<file path="config.mk">
export PLATFORM = sky130hd
export DESIGN_NAME = owire_rom_layer
export DESIGN_NICKNAME = d
export VERILOG_FILES = /design/src/rtl/owire_rom_layer.sv
export SDC_FILE = /design/constraint.sdc
export NUM_CORES = 1
export LEC_CHECK = 0
export BUFFER_PORTS_ARGS = -buffer_cell sky130_fd_sc_hd__buf_2
export CORE_MARGIN = 2
export CORE_UTILIZATION = 54
export DETAILED_ROUTE_END_ITERATION = 7
export PLACE_DENSITY = 0.78
export RECOVER_POWER = 100
export SETUP_SLACK_MARGIN = 0.3
export SYNTH_ARGS = -nofsm -noshare
export SYNTH_HDL_FRONTEND = slang
export SYNTH_SLANG_ARGS = --single-unit
</file>
<file path="constraint.sdc">
create_clock -name clk -period 3.59 [get_ports clk]
set_input_delay 0.359 -clock clk [delete_from_list [all_inputs] [get_ports clk]]
set_output_delay 0.359 -clock clk [all_outputs]
set_load 0.005 [all_outputs]
</file>
<file path="src/rtl/owire_rom_layer.sv">
module owire_rom_layer #(
  parameter int          ADDR_BITS = 64,
  parameter logic [63:0] DEV_ID    = 64'hC3A5_0017_2B94_E601,
  parameter logic [7:0]  CMD_SKIP  = 8'h3C,
  parameter logic [7:0]  CMD_MATCH = 8'h69
) (
  input  logic       clk,
  input  logic       rst_n,
  input  logic       bus_rst_i,
  input  logic       rst_long_i,
  input  logic       byte_vld_i,
  input  logic [7:0] byte_i,
  input  logic       bit_vld_i,
  input  logic       bit_i,
  output logic       selected_o,
  output logic       od_o
);
  localparam int CW = $clog2(ADDR_BITS);
  localparam logic [CW-1:0] LAST = CW'(ADDR_BITS - 1);

  typedef enum logic [1:0] {PH_CMD, PH_ADDR, PH_SEL, PH_WAIT} phase_t;

  phase_t        phase;
  logic [CW-1:0] idx;
  logic          od_keep;

  wire id_bit = DEV_ID[idx];

  always_ff @(posedge clk) begin
    if (!rst_n) begin
      phase   <= PH_WAIT;
      idx     <= '0;
      od_o    <= 1'b0;
      od_keep <= 1'b0;
    end else if (bus_rst_i) begin
      phase <= PH_CMD;
      if (rst_long_i) od_o <= 1'b0;
    end else begin
      case (phase)
        PH_CMD: if (byte_vld_i) begin
          if (byte_i == CMD_SKIP) begin
            phase <= PH_SEL;
            od_o  <= 1'b1;
          end else if (byte_i == CMD_MATCH) begin
            phase   <= PH_ADDR;
            od_keep <= od_o;
            od_o    <= 1'b1;
            idx     <= '0;
          end else begin
            phase <= PH_WAIT;
          end
        end
        PH_ADDR: if (bit_vld_i) begin
          if (bit_i != id_bit) begin
            phase <= PH_WAIT;
            od_o  <= od_keep;
          end else if (idx == LAST) begin
            phase <= PH_SEL;
          end else begin
            idx <= idx + 1'b1;
          end
        end
        default: ;
      endcase
    end
  end

  assign selected_o = (phase == PH_SEL);
endmodule

</file>
==> report_table.html <==
<table>
<tr><th>Metric</th><th>Value</th></tr>
<tr><th colspan="2">Synthesis</th></tr>
<tr><td>Adder-cell share of the synthesized area</td><td>7.673%</td></tr>
<tr><td>Synth warn</td><td>0</td></tr>
<tr><td>Number of instances in the synthesized netlist</td><td>116</td></tr>
<tr><td>Main combinational cell family by area after synthesis</td><td>simple AND/OR/NAND/NOR gates</td></tr>
<tr><td>Async set-or-reset flop fraction in the synthesized netlist</td><td>0%</td></tr>
<tr><td>Count of distinct cell types in the synthesized netlist</td><td>45</td></tr>
<tr><td>Share of the synthesized area in compound gates (AO/OA/AOI/OAI)</td><td>18.80%</td></tr>
<tr><td>Number of enable-type register cells in the synthesized netlist</td><td>0</td></tr>
<tr><td>Mean post-synth cell area</td><td>8.435 sq um</td></tr>
<tr><td>Fraction of synthesized cell area in xor and xnor cells</td><td>4.348%</td></tr>
<tr><td>Share of synthesized area occupied by flip-flops and latches</td><td>22.51%</td></tr>
<tr><td>Predominant post-synthesis flop cell</td><td>dfxtp_1</td></tr>
<tr><td>Flip-flop and latch count after synthesis</td><td>11</td></tr>
<tr><td>Netlist Area Pre-Place</td><td>978.4 sq um</td></tr>
<tr><td>Simple-Gate Fraction of Synth Area</td><td>34.53%</td></tr>
<tr><td>Syn nets</td><td>137</td></tr>
<tr><td>Proportion of synthesized area in mux cells</td><td>5.627%</td></tr>
<tr><th colspan="2">GRT</th></tr>
<tr><td>Wire length of the first global-routing pass</td><td>3.270 mm</td></tr>
<tr><td>Maximum number of pins on one net before global-route repair</td><td>11</td></tr>
<tr><td>Overflow left after global routing</td><td>0</td></tr>
<tr><td>Vias in the first global route</td><td>770</td></tr>
<tr><td>Aggregate global-route resource usage</td><td>21.57%</td></tr>
<tr><td>Antenna violations before repair</td><td>0</td></tr>
<tr><th colspan="2">Placement</th></tr>
<tr><td>Post-DP HPWL</td><td>1.557 mm</td></tr>
<tr><td>Final weighted congestion in routability-driven placement</td><td>0.8211</td></tr>
<tr><td>Area after detailed placement</td><td>1056 sq um</td></tr>
<tr><td>Count of input and output buffers</td><td>16</td></tr>
<tr><th colspan="2">Timing</th></tr>
<tr><td>Number of max-slew violations in the final report</td><td>0</td></tr>
<tr><td>Final sum of negative setup slack</td><td>0 ps</td></tr>
<tr><td>Final hold violation count</td><td>0</td></tr>
<tr><td>Highest Clock Rate</td><td>313.6 MHz</td></tr>
<tr><td>Setup violators final</td><td>0</td></tr>
<tr><td>Clock period minus worst slack</td><td>3189 ps</td></tr>
<tr><td>Normalized max-slew margin</td><td>59.67%</td></tr>
<tr><td>Pin slew with the least headroom to its limit</td><td>588.1 ps</td></tr>
<tr><td>Crit share post-route</td><td>88.82%</td></tr>
<tr><td>RSZ-0062 raised after global routing</td><td>no</td></tr>
<tr><td>Worst clock skew</td><td>3.890 ps</td></tr>
<tr><th colspan="2">Worst setup path</th></tr>
<tr><td>Critical path launch point type</td><td>flop</td></tr>
<tr><td>Startpoint of the lowest-slack register-to-register path</td><td>phase[0]</td></tr>
<tr><td>Endpoint of the lowest-slack register-to-register path</td><td>id_bit</td></tr>
<tr><td>Critical Path Fanout Max</td><td>10</td></tr>
<tr><td>Data arrival time of the critical path</td><td>3360 ps</td></tr>
<tr><td>Flop2flop setup slack</td><td>400 ps</td></tr>
<tr><td>CP endpoint kind</td><td>flop</td></tr>
<tr><td>Required time of the critical path</td><td>3760 ps</td></tr>
<tr><td>Worst Path Class, Setup</td><td>flop to flop</td></tr>
<tr><td>Path depth of the worst reg2reg path</td><td>11</td></tr>
<tr><th colspan="2">Floorplanning</th></tr>
<tr><td>Floorplan Core Area</td><td>1708 sq um</td></tr>
<tr><td>Die X</td><td>46.57 um</td></tr>
<tr><td>Initial standard-cell utilization of the core</td><td>57.29%</td></tr>
<tr><td>Row count</td><td>15</td></tr>
<tr><td>Top Ports</td><td>17</td></tr>
<tr><td>Die height</td><td>46.57 um</td></tr>
<tr><td>Die area</td><td>2168 sq um</td></tr>
<tr><th colspan="2">Final layout</th></tr>
<tr><td>Design Area, Final</td><td>1080 sq um</td></tr>
<tr><td>Fin nets</td><td>155</td></tr>
<tr><td>Synthesis-to-layout area growth</td><td>10.36%</td></tr>
<tr><td>Share of cells above drive strength 1</td><td>21.80%</td></tr>
<tr><td>Count of inserted antenna diode cells</td><td>0</td></tr>
<tr><th colspan="2">Clock tree</th></tr>
<tr><td>Clock tree buffer depth</td><td>2</td></tr>
<tr><td>Clock slew at the register clock pins of the worst setup and hold paths</td><td>80 ps</td></tr>
<tr><td>Number of H-tree levels</td><td>1</td></tr>
<tr><td>Number of buffers inserted during clock tree synthesis</td><td>3</td></tr>
<tr><td>Sink count of the clock tree</td><td>11</td></tr>
<tr><td>Clock root buffer</td><td>clkbuf_4</td></tr>
<tr><td>Number of setup buffers added after CTS</td><td>0</td></tr>
<tr><td>Clock latency at the later pin of the worst-skew pair</td><td>290 ps</td></tr>
<tr><td>Clock tree from TritonCTS</td><td>built</td></tr>
<tr><td>Number of hold buffers added after cts</td><td>0</td></tr>
<tr><th colspan="2">Drt</th></tr>
<tr><td>Remaining antenna violation count</td><td>0</td></tr>
<tr><td>Average detailed-routed wire length per instance</td><td>12.47 um</td></tr>
<tr><td>Vias after detailed routing</td><td>886</td></tr>
<tr><td>Number of DRC markers after the initial detailed-route iteration</td><td>31</td></tr>
<tr><td>DRT Pass-1 Iters</td><td>4</td></tr>
<tr><td>Residual DRC</td><td>0</td></tr>
<tr><td>Ratio of routed vias to standard cells</td><td>5.608</td></tr>
<tr><td>Wire length reported by the detailed router</td><td>1.971 mm</td></tr>
<tr><th colspan="2">Pwr</th></tr>
<tr><td>Worst supply voltage drop on vdd</td><td>193.3 uV</td></tr>
<tr><td>Pwr Density</td><td>258.4 nW/um^2</td></tr>
<tr><td>Leakage Power</td><td>0.4346 nW</td></tr>
<tr><th colspan="2">Min path</th></tr>
<tr><td>Hold WC Path Type</td><td>primary input to flop</td></tr>
<tr><td>Destination of the worst hold path</td><td>phase[1]</td></tr>
<tr><td>Min-Delay Path Depth</td><td>2</td></tr>
<tr><td>Worst hold start</td><td>rst_n</td></tr>
<tr><th colspan="2">Run</th></tr>
<tr><td>Number of max-cap violations</td><td>0</td></tr>
<tr><th colspan="2">Status</th></tr>
<tr><td>Status</td><td>completed</td></tr>
</table>
==> metal layers <==
metal,wire (um),GRT usage [%]
met1,1016,31.52
met2,829,29.44
met3,82,4.314
met4,42,10.86
met5,0,0
==> critical path, stage by stage, from the launching register on <==
cell	delay, ps
dfxtp_1	590
mux2_4	260
nand2_4	90
or3_1	410
o21ai_0	300
and2_4	220
inv_1	50
ha_1	290
or3_1	380
o2111ai_1	100
o31ai_1	80
or3_1	310
==> cell families (layout without fill, tap and decap cells) <==
group,count (synthesis),after routing
compound gates,26,26
simple gates,53,53
flops,11,11
fa+ha+maj,6,6
mux,5,5
xor+xnor,4,4
buf+inv,11,28
==> registers in the layout, indices dropped and copies added (netlist names) <==
signal   cells
id_bit       1
idx          6
od_o         1
od_keep      1
phase        2
==> cell usage after synthesis (all sizes together), types with 4 or more instances <==
| master | instances | area (sq um) |
|---|---|---|
| o21ai | 6 | 30.03 |
| ha | 6 | 75.07 |
| nor2 | 10 | 53.80 |
| inv | 8 | 30.03 |
| nand2 | 11 | 48.80 |
| a21oi | 4 | 23.77 |
| nand3 | 6 | 30.03 |
| mux2i | 4 | 40.04 |
| dfxtp | 11 | 220.2 |
==> layout make-up <==
class                   instances  area, sq um
multi-input cells              94        691.9
fillers                       156        628.1
flip-flops and latches         11        221.5
repair buffers                 16        78.83
well taps                      25        31.28
inverters                       8        30.03
clock buffers                   4        26.28
==> cell usage in the layout (no fill, tap or decap), types with 3 or more instances in the layout <==
cell type | synthesis | final
buf_2 | 0 | 15
nand2_1 | 10 | 10
dfxtp_1 | 11 | 10
nor2_1 | 9 | 9
inv_1 | 8 | 8
nand3_1 | 6 | 6
o21ai_0 | 6 | 6
ha_1 | 6 | 6
mux2i_1 | 4 | 4
or3_1 | 2 | 3
o31ai_1 | 3 | 3
nor4_1 | 3 | 3
a21oi_1 | 3 | 3
clkbuf_4 | 0 | 3
==> how the worst max path moves through the flow <==
stage,end,slack (ps),from,depth (start not counted)
4_1_cts,id_bit,350,phase[1],11
6_report,id_bit,400,phase[0],11
3_5_place_dp,id_bit,380,phase[1],11
3_3_place_gp,id_bit,470,phase[1],11
2_1_floorplan,id_bit,710,idx[0],12
5_1_grt,id_bit,180,idx[0],12
==> per-stage QoR <==
stage          hold slack, ps  instances  setup WS [ps]  util (%)  power (mW)
2_1_floorplan           435.2        116          706.6         -      0.1735
3_3_place_gp            469.4        154          466.9     61.83      0.1868
3_5_place_dp            483.5        154          376.8     61.83      0.1878
4_1_cts                 323.5        158          348.3     63.37      0.2791
5_1_grt                 362.2        158          177.0     63.22      0.2890
6_report                321.0        158          401.2     63.22      0.2790
==> power breakdown <==
part	internal, mW	switching [mW]
registers	0.126	0.00801
logic	0.0245	0.0269
clock network	0.0432	0.0508
==> repair_timing <==
action | CTS | global route
resized for setup | 0 | 3
endpoints found under the hold margin | 0 | 0
endpoints found under the setup margin | 0 | 1
(Power assumes the default switching activity.)
